===== src/rtl/present3_core.sv =====
module present3_core (
  input  logic        clk,
  input  logic        rst_n,
  input  logic        pt_load,
  input  logic [3:0]  pt_nib1,
  input  logic [3:0]  pt_nib2,
  input  logic [3:0]  pt_nib3,
  input  logic        key_load,
  input  logic [3:0]  key_nib,
  input  logic        start,
  input  logic [7:0]  mask_in,
  output logic        done,
  output logic [63:0] ct1,
  output logic [63:0] ct2,
  output logic [63:0] ct3
);
  localparam int LAST_PH  = 16;
  localparam int LAST_RND = 31;

  logic [63:0] st1, st2, st3;
  logic [79:0] key;
  logic [3:0]  h1, h2, h3;
  logic [4:0]  ph, rnd;
  logic        busy;

  function automatic logic [3:0] sbox(input logic [3:0] x);
    case (x)
      4'h0: sbox = 4'hC; 4'h1: sbox = 4'h5; 4'h2: sbox = 4'h6; 4'h3: sbox = 4'hB;
      4'h4: sbox = 4'h9; 4'h5: sbox = 4'h0; 4'h6: sbox = 4'hA; 4'h7: sbox = 4'hD;
      4'h8: sbox = 4'h3; 4'h9: sbox = 4'hE; 4'hA: sbox = 4'hF; 4'hB: sbox = 4'h8;
      4'hC: sbox = 4'h4; 4'hD: sbox = 4'h7; 4'hE: sbox = 4'h1; default: sbox = 4'h2;
    endcase
  endfunction

  function automatic logic qt(input logic xp, input logic yp, input logic xq, input logic yq);
    qt = (xp & yp) ^ (xp & yq) ^ (xq & yp);
  endfunction

  // first quadratic stage; p supplies linear terms, q the cross terms
  function automatic logic [3:0] g_part(input logic [3:0] p, input logic [3:0] q, input logic one);
    logic [3:0] o;
    o[0] = one ^ p[0] ^ qt(p[3], p[2], q[3], q[2]) ^ qt(p[3], p[1], q[3], q[1])
               ^ qt(p[2], p[1], q[2], q[1]);
    o[1] = one ^ p[3] ^ p[1] ^ qt(p[2], p[0], q[2], q[0]) ^ qt(p[1], p[0], q[1], q[0])
               ^ (p[2] & p[1]) ^ (q[2] & q[1]);
    o[2] = one ^ p[2] ^ p[1];
    o[3] = p[2] ^ p[1] ^ p[0];
    return o;
  endfunction

  function automatic logic [3:0] f_part(input logic [3:0] p, input logic [3:0] q);
    logic [3:0] o;
    o[0] = p[1] ^ qt(p[2], p[0], q[2], q[0]);
    o[1] = p[1] ^ p[2] ^ qt(p[3], p[0], q[3], q[0]);
    o[2] = p[3] ^ qt(p[1], p[0], q[1], q[0]);
    o[3] = p[0] ^ p[1] ^ p[2] ^ qt(p[3], p[0], q[3], q[0]);
    return o;
  endfunction

  function automatic logic [63:0] perm64(input logic [63:0] v);
    logic [63:0] o;
    o = '0;
    for (int i = 0; i < 63; i++) o[(i * 16) % 63] = v[i];
    o[63] = v[63];
    return o;
  endfunction

  function automatic logic [79:0] kupd(input logic [79:0] k, input logic [4:0] r);
    logic [79:0] t;
    t = {k[18:0], k[79:19]};
    t[79:76] = sbox(t[79:76]);
    t[19:15] = t[19:15] ^ r;
    return t;
  endfunction

  logic [3:0] kn, x1, x2, x3, y1, y2, y3;
  assign kn = key[79 - 4 * ph[3:0] -: 4];
  assign x1 = st1[63:60] ^ kn;
  assign x2 = st2[63:60];
  assign x3 = st3[63:60];
  assign y1 = f_part(h2, h3);
  assign y2 = f_part(h3, h1);
  assign y3 = f_part(h1, h2);

  always_ff @(posedge clk) begin
    if (!rst_n) begin
      h1 <= '0; h2 <= '0; h3 <= '0;
    end else begin
      h1 <= g_part(x2, x3, 1'b1) ^ mask_in[3:0];
      h2 <= g_part(x3, x1, 1'b0) ^ mask_in[7:4];
      h3 <= g_part(x1, x2, 1'b0) ^ mask_in[3:0] ^ mask_in[7:4];
    end
  end

  always_ff @(posedge clk) begin
    if (!rst_n) begin
      st1 <= '0; st2 <= '0; st3 <= '0; key <= '0;
      ph <= '0; rnd <= '0; busy <= 1'b0; done <= 1'b0;
    end else if (!busy) begin
      if (pt_load) begin
        st1 <= {st1[59:0], pt_nib1};
        st2 <= {st2[59:0], pt_nib2};
        st3 <= {st3[59:0], pt_nib3};
      end
      if (key_load) key <= {key[75:0], key_nib};
      if (pt_load || key_load) done <= 1'b0;
      if (start) begin
        busy <= 1'b1; done <= 1'b0; ph <= '0; rnd <= 5'd1;
      end
    end else if (ph == 5'(LAST_PH)) begin
      st1 <= perm64({st1[59:0], y1});
      st2 <= perm64({st2[59:0], y2});
      st3 <= perm64({st3[59:0], y3});
      key <= kupd(key, rnd);
      ph  <= '0;
      if (rnd == 5'(LAST_RND)) begin
        busy <= 1'b0; done <= 1'b1;
      end else rnd <= rnd + 5'd1;
    end else begin
      st1 <= {st1[59:0], y1};
      st2 <= {st2[59:0], y2};
      st3 <= {st3[59:0], y3};
      ph  <= ph + 5'd1;
    end
  end

  assign ct1 = st1 ^ key[79:16];
  assign ct2 = st2;
  assign ct3 = st3;
endmodule


===== config.mk =====
export PLATFORM = sky130hd
export DESIGN_NAME = present3_core
export DESIGN_NICKNAME = d
export VERILOG_FILES = /design/src/rtl/present3_core.sv
export SDC_FILE = /design/constraint.sdc
export NUM_CORES = 1
export LEC_CHECK = 0
export ABC_CLOCK_PERIOD_IN_PS = 4000
export CAP_MARGIN = 20
export CORE_ASPECT_RATIO = 2
export CORE_MARGIN = 4
export CORE_UTILIZATION = 39
export DETAILED_ROUTE_END_ITERATION = 7
export PLACE_DENSITY_LB_ADDON = 0.1
export SYNTH_ARGS = -nofsm -noshare
export SYNTH_HDL_FRONTEND = slang
export SYNTH_SLANG_ARGS = --single-unit

===== constraint.sdc =====
create_clock -name clk -period 4 [get_ports clk]
set_input_delay 0.4 -clock clk [delete_from_list [all_inputs] [get_ports clk]]
set_output_delay 0.4 -clock clk [all_outputs]
set_load 0.05 [all_outputs]

Word level (Yosys, flattened, before mapping) --
Memory sizes are Yosys's and may differ from the RTL's. A register that Yosys moved wholly into a read port is not among the register bits. Index checks and enable logic that the tools add are counted.
Storage, ports and cells: register bits after elaboration 296, bits in read-only memories 64, bits of input ports 29, output and inout bits 193, word-level logic and storage cells 241, memories kept 1
Memories:
- (name not given) | words 16, width 4, rd ports 1, clocked after memory_dff 1, wr ports 0, line 27 | case (x)
Operators by class: add/sub/neg operators 3, eq/ne operators 5, shifts and indexed selects 1, multiplexer cells 30, bitwise gates (word level) 182, reductions and logical operators 8
Operator list (number):
- 64-bit two-way mux | 6
- 80-bit two-way mux | 3
- 63-bit two-way mux | 3
- 1-bit XOR | 100
- 83-bit by 33-bit variable part select with 4-bit output | 1
- 1-bit AND | 72
- 64-bit XOR | 1
- 5-bit two-way mux | 7
- 4-bit XOR | 5
- 5-bit by 1-bit adder with 5-bit output (second input constant) | 2
- 5-bit == test (second input constant) | 2
- 1-bit two-way mux | 9
- 4-bit two-way mux | 2
- 7-bit by 6-bit subtractor with 8-bit output (first input constant) | 1
- 3-bit AND reduction | 2
- 2-bit nonzero test | 3
- 5-bit XOR | 1
- 2-bit by 1-bit inequality test with 1-bit output (second input constant) | 2
- 1-bit NOT | 3
- 3-bit nonzero test | 1
- 2-bit inequality test (second input constant) | 1
- 2-bit AND reduction | 1
- 1-bit logical OR | 1

Logic depth before layout (Yosys ltp) --
Gate-level depths: netlist of run 1.
depth after elaboration 12, gate-level depth with buffers 16, depth with buffers taken out 14

Worst setup path before layout of run 1 --
Ideal clock, no wire load.
path kind register to register, start register ph[2], end register h3[1], library setup time 128 ps, arrival time 3199 ps, data required time 3872 ps, path slack 673 ps, stages on the path, launching flop included 16, buffers on the path 2, period minus slack after synthesis 3327 ps, cells stage by stage dfxtp_1 buf_4 buf_6 inv_1 ha_1 or2b_2 a221o_1 o211ai_4 xor2_4 ha_1 xor2_1 xor2_1 xnor2_1 xnor2_1 xnor2_1 nor2_1
Between the ends: cells in the longest elaborated chain, start to end 12, elaborated cells between the ends (all ways) 21
RTL lines:
- from (decl) | line 23 | logic [4:0] ph, rnd;
- from (signal assigned) | line 123 | ph <= ph + 5'd1;
- 7-bit by 6-bit subtractor with 8-bit output * | line 77 | assign kn = key[79 - 4 * ph[3:0] -: 4];
- 83-bit by 33-bit variable part select with 4-bit output * | line 77
- 4-bit XOR * | line 78 | assign x1 = st1[63:60] ^ kn;
- 1-bit AND | line 36 | qt = (xp & yp) ^ (xp & yq) ^ (xq & yp);
- 1-bit XOR (2 in a row) | line 36
- 1-bit XOR (2 in a row) | line 44 | o[1] = one ^ p[3] ^ p[1] ^ qt(p[2], p[0], q[2], q[0]) ^ qt(p[1], p[0], q[1], q[0])
- 1-bit XOR * (2 in a row) | line 45 | ^ (p[2] & p[1]) ^ (q[2] & q[1]);
- 4-bit XOR * (2 in a row) | line 91 | h3 <= g_part(x1, x2, 1'b0) ^ mask_in[3:0] ^ mask_in[7:4];
- to (signal assigned) | line 91
- to (decl) | line 22 | logic [3:0] h1, h2, h3;
Every way passes the cells marked *; elsewhere a longest branch is shown, timed or not. A chain may end at the register's enable or synchronous reset.

Final worst setup path of run 1 --
start register ph[0], end register h3[0]
Between the ends: cells in the longest elaborated chain, start to end 11, elaborated cells between the ends (all ways) 23
RTL lines:
- 7-bit by 6-bit subtractor with 8-bit output * | line 77
- 83-bit by 33-bit variable part select with 4-bit output * | line 77
- 4-bit XOR * | line 78
- 1-bit AND | line 36
- 1-bit XOR (2 in a row) | line 36
- 1-bit XOR (2 in a row) | line 42 | o[0] = one ^ p[0] ^ qt(p[3], p[2], q[3], q[2]) ^ qt(p[3], p[1], q[3], q[1])
- 1-bit XOR * | line 43 | ^ qt(p[2], p[1], q[2], q[1]);
- 4-bit XOR * (2 in a row) | line 91
Marks and branches as above.

==> results.cfg, run 1 <==
[synthesis]
synth_cells = 1852
synth_compound_area_share_pct = 18.1
yosysUniqueCellTypes = 58
ys_seq_elements = 300
synthMuxAreaShare_pct = 9.25
synth_area_mm2 = 0.0155
ys_warn_count = 0
synth_fp_nets = 1901
synth.avg_cell_area_um2 = 8.36
synth_xor_area_share_pct = 8.98
synth_top_family_by_area = simple AND/OR/NAND/NOR gates
synth-adder-area-share_pct = 1.62
seq_area_frac_synth_pct = 38.8
async_reset_ff_share_pct = 0
synth_ff_type = dfxtp_1
synth_edf_count = 0
synthSimpleGateAreaFrac_pct = 18.4

[outcome]
status = finished clean

[finish]
drive_gt1_share_pct = 7.39
area_delta_synth_final_pct = 24.7
nNetsFinal = 2055

[clock_tree]
cts_buffer_depth = 3
cts_buffers = 30
cts_hold_buffers = 0
post-cts-setup-buffers = 0
path_clk_slew_ns = 0.07
cts_htree_levels = 1
clock_latency_ns = 0.58
postCtsResizedCells = 0
cts-root-buf = clkbuf_16
cts_tree = done
clock_sinks = 300

[detailed_routing]
vias = 14300
drt_iter0_drc = 767
first_pass_iters = 6
drc = 0
wl_per_cell_um = 24.1
avgViaCountPerCell = 5.60
wirelength_um = 61500
postRouteAntennaNets = 0

[timing]
hold_violations = 0
tns_ns = 0
setup_violations = 0
slew_violations = 0
fin_crit_sh_pct = 88.3
finalClockSkew_ns = 0.0158
rsz0062_at_grt = false
fin_ws_ns = 0.469
worst_slew_pin_slew_ns = 0.994
min_period_ns = 3.53
slew_headroom_pct = 33.7
fmax_mhz = 283

[global_routing]
grt_max_degree = 182
antenna_found_initial = 3
grt_pass1_vias = 14100
grt_pass1_wl_um = 91100
overflow = 0
gr-usage-all-layers_pct = 27.8

[die]
core_area_mm2 = 0.0393
die_w_um = 149
row_count = 103
die_h_um = 290
dieArea_mm2 = 0.0431
start_util_pct = 39.4
io_pins = 222

[pwr]
clkPwrFrac_pct = 31.9
ir_drop_uv = 334
power_density_mw_per_mm2 = 480
share_comb_of_total_power_pct = 28.3
finalPower_mw = 9.27
switching_share_pct = 36.3
internal-power_mw = 5.91
p_sw_mw = 3.37
power_frac_seq_pct = 39.7
p_leak_nw = 7.24

[worst_hold_path]
hold_depth = 3
holdPathEnd = key[1]
min_from = key_nib[1]
min_path_type = primary input to register

[worst_setup_path]
crit_arrival_ns = 3.97
critPathMaxFanout = 11
cp-startpoint = ph[0]
worst-r2r-cell-count = 12
startpoint_type = register
cp-end-kind = register
reg2reg_from = ph[0]
path_class = register to register
cp.required_ns = 4.44
ff2ff_setup_slack_ns = 0.47
r2r_end = h3[0]

[placement]
hpwl_um = 45200
pre_cts_ws_ns = 0.474
gp_congestion = 0.983
portBuffers = 221

[run]
maxCapViolations = 0
[power groups by stage]
stage	sequential, mW	clock (mW)	combinational (mW)
2_1_floorplan	3.89	0	1.49
3_3_place_gp	3.75	0	2.61
3_5_place_dp	3.75	0	2.63
4_1_cts	3.69	3.03	2.65
5_1_grt	3.71	3.13	2.82
6_report	3.68	2.96	2.63
[critical path: stages, from the launching register on]
cell,delay [ns]
dfxtp_1,0.77
mux4_2,0.58
a22oi_1,0.32
o211ai_1,0.19
xor2_2,0.21
ha_1,0.27
xnor2_1,0.21
xnor2_1,0.16
xnor2_1,0.10
xnor2_1,0.23
xnor2_1,0.16
xnor2_1,0.14
nor2_1,0.06
[logic make-up after synthesis]
logic type	after synthesis
buffers and inverters	178
adders and majority gates	20
AOI/OAI and AO/OA	359
and+or+nand+nor	728
muxes	113
xor gates and xnor gates	154
DFF	300
[stage by stage]
step	cell area (um^2)	util, %	hold WS (ns)	std cells
finish	19300	49.1	0.466	2555
detailed placement	18300	46.5	0.471	2499
global placement	18300	46.5	0.463	2499
floorplan	15500	-	0.461	1852
CTS	19300	49.1	0.452	2554
global route	19300	49.1	0.507	2554
[layout make-up]
| cell class | count | area (um^2) |
|---|---|---|
| clock inverters | 12 | 133 |
| repair buffers | 283 | 2790 |
| clock buffers | 43 | 890 |
| multi-input cells | 1374 | 8760 |
| well taps | 525 | 657 |
| flip-flops and latches | 300 | 6010 |
| inverters | 17 | 71.3 |
| diodes | 1 | 2.50 |
| fillers | 3790 | 20000 |
[state kept, by name, indices dropped and copies added (netlist names), named ones only]
name,flops
h2,4
ph,5
key,80
h1,4
ct3,64
ct2,64
st1,64
h3,4
done,1
busy,1
rnd,5
[metal layers]
layer,wire [um],GRT usage (%),vias to the layer above
met5,13,0,-
met3,2760,3.90,162
met4,4750,17.9,2
li1,-,-,6820
met2,33000,52.3,464
met1,21000,28.2,6850
[cell usage in the layout (no fill, tap or decap), types with 3 or more instances in the layout]
master           netlist  routed
mux2_2                 4       4
ha_1                  20      20
buf_4                  1      53
a311oi_1             162     162
nand3_1                4       4
a22oi_2                3       3
mux4_1                10      10
nand2b_1               7       7
dfxtp_1              300     299
clkdlybuf4s50_1        0     221
xor2_2                 3       3
clkbuf_16              0      30
a22oi_1                7       7
a211oi_1             110     110
o211ai_1               6       6
xor2_1                81      81
a31oi_1                7       7
mux4_2                 9       9
inv_1                 14      14
o21ai_0               22      22
clkinvlp_4             0       3
a21oi_1               30      30
clkinv_2               0       5
mux2i_1               87      87
nand2_1              393     392
clkbuf_8               1       9
nor3_1                 4       4
xnor2_1               69      69
nor2b_1               12      12
clkbuf_1             147       4
nor2_1               294     292
buf_12                 1       9
[worst max-delay path by stage]
stage / slack [ns] / to / cells past startpoint
floorplan: 0.67 / h3[1] / 15
global placement: 0.52 / h3[0] / 12
detailed placement: 0.47 / h3[1] / 11
CTS: 0.47 / h3[1] / 11
global route: 0.21 / h3[0] / 12
finish: 0.47 / h3[0] / 12
[cells in the mapped netlist, types with 3 or more instances]
library cell | count | area, um^2
a311oi_1 | 162 | 1420
xor2_2 | 3 | 48.8
mux4_1 | 10 | 263
o21ai_0 | 22 | 110
a31oi_1 | 7 | 43.8
a211oi_1 | 110 | 826
clkbuf_1 | 147 | 552
buf_1 | 4 | 15.0
nor2b_1 | 12 | 75.1
xnor2_1 | 69 | 604
mux4_2 | 9 | 203
mux2i_1 | 87 | 871
nand2b_1 | 7 | 43.8
o211ai_1 | 6 | 45.0
xor2_1 | 81 | 709
mux2_2 | 4 | 45.0
nand2_1 | 393 | 1480
ha_1 | 20 | 250
buf_6 | 5 | 56.3
a21oi_1 | 30 | 150
nor3_1 | 4 | 20.0
nor2_1 | 294 | 1100
dfxtp_1 | 300 | 6010
a22oi_1 | 7 | 52.6
nand3_1 | 4 | 20.0
inv_1 | 14 | 52.6
a22oi_2 | 3 | 37.5
Note: power is estimated with default switching activity, not from simulation.
==> run 2: changes to the inputs <==
Settings changed: SLEW_MARGIN from default to 20.
==> results of run 2 <==
Final layout, timing and power as in run 1 (identical DEF).
==> run 3: changes to the inputs <==
Settings changed: CORE_MARGIN 4 to 5.
==> results.cfg, run 3 (synthesized netlist as in run 1, its figures left out) <==
[pwr]
p_leak_nw = 7.22
power_density_mw_per_mm2 = 474
ir_drop_uv = 375
finalPower_mw = 9.13

[timing]
timing.hold.ws_ns = 0.487
fmax_mhz = 272
min_period_ns = 3.67
worst_slew_pin_slew_ns = 1.07
finalClockSkew_ns = 0.0128
hold_violations = 0
slew_violations = 0
fin_ws_ns = 0.327
fin_crit_sh_pct = 91.8
setup_violations = 0
rsz0062_at_grt = false
tns_ns = 0
slew_headroom_pct = 28.9

[detailed_routing]
drt_iter0_drc = 807
vias = 14100
postRouteAntennaNets = 0
drc = 0
wl_per_cell_um = 23.7
avgViaCountPerCell = 5.53
wirelength_um = 60600
first_pass_iters = 5

[worst_setup_path]
cpMostUsedCell = xnor2_1
path_class = register to register
path_buf_inv = 0
critPathMaxFanout = 14
cp-end-kind = register
path_delay_family = XOR/XNOR gates
startpoint_type = register
crit_arrival_ns = 4.13
crit_slowest_cell = dfxtp_1
path_cells = mux4_2 -> a22oi_1 -> o211ai_1 -> xor2_2 -> ha_1 -> xor2_1 -> xor2_1 -> xnor2_1 -> xnor2_1 -> xnor2_1 -> nor2_1
cp.required_ns = 4.46
slowest_delay_ns = 0.84

[global_routing]
grt_max_degree = 182
grt_pass1_vias = 13900
grt_pass1_wl_um = 90200
overflow = 0
gr-usage-all-layers_pct = 27.1
antenna_found_initial = 1

[die]
start_util_pct = 39.3
dieArea_mm2 = 0.0440
die_h_um = 292
core_area_mm2 = 0.0394
io_pins = 222
die_w_um = 151
row_count = 103

[clock_tree]
clock_sinks = 300
clock_latency_ns = 0.59
cts-root-buf = clkbuf_16
post-cts-setup-buffers = 0
cts_buffers = 29
postCtsResizedCells = 0
cts_htree_levels = 1
cts_tree = done
cts_buffer_depth = 3
path_clk_slew_ns = 0.07
cts_hold_buffers = 0

[finish]
largest_reg_flops = 80
final_cells = 2553
largest_register = key
nNetsFinal = 2056
layout_common_cells = nand2_1, dfxtp_1, nor2_1
area_delta_synth_final_pct = 24.3
final_common_cell = nand2_1
drive_gt1_share_pct = 7.20

[placement]
portBuffers = 221
dp_cells = 2501
pre_cts_ws_ns = 0.357
gp_congestion = 0.959
hpwl_um = 44600

[worst_hold_path]
min_path_type = register to register

[run]
maxCapViolations = 0

[outcome]
status = finished clean
[run 3: changes by cell type in the layout (fill, tap and decap cells not counted)]
cell,delta
clkbuf_1,+2
clkbuf_8,-2
buf_12,+1
buf_4,+1
bufinv_16,-1
clkbuf_16,-1
clkinv_2,-1
clkinv_4,-1
clkinv_8,-1
clkinvlp_4,-1
inv_16,+1
inv_6,+1
[run 3: layout make-up]
type,instances,area [um^2]
Sequential cell,300,6010
Multi-Input combinational cell,1374,8760
Timing Repair Buffer,285,2820
Clock inverter,9,93.8
Antenna cell,1,2.50
Tap cell,525,657
Clock buffer,42,845
Inverter,17,71.3
Fill cell,3893,20200
[run 3: final timing paths]
path                               from       to  slack [ns]  cells after the start
worst max-delay path              ph[0]    h3[1]        0.33                     11
worst max register to register    ph[0]    h3[1]        0.33                     11
worst min-delay path            ct3[17]  ct3[21]        0.49                      2
worst min register to register  ct3[17]  ct3[21]        0.49                      2
[run 3: per-layer routing]
layer	global-route usage, %	vias up	share of wire [%]
met4	14.7	0	6.7
met5	0	-	0
met3	4.16	132	4.9
li1	-	6809	-
met1	28.0	6754	34
met2	50.9	433	54
[run 3: power breakdown]
part | switching, mW | internal (mW) | total, mW
clock | 1.27 | 1.53 | 2.80
combinational | 1.66 | 0.989 | 2.65
sequential | 0.431 | 3.24 | 3.68
[run 3: through the flow]
step	util [%]	area, um^2
floorplan	-	15500
global placement	46.4	18300
detailed placement	46.4	18300
CTS	48.8	19200
global route	48.8	19200
finish	48.8	19300
[run 3: worst reg2reg max path: stages (launching register included)]
cell and delay (ns):
dfxtp_1 0.84, mux4_2 0.61, a22oi_1 0.30, o211ai_1 0.19, xor2_2 0.32, ha_1 0.28
xor2_1 0.27, xor2_1 0.22, xnor2_1 0.16, xnor2_1 0.16, xnor2_1 0.15, nor2_1 0.05
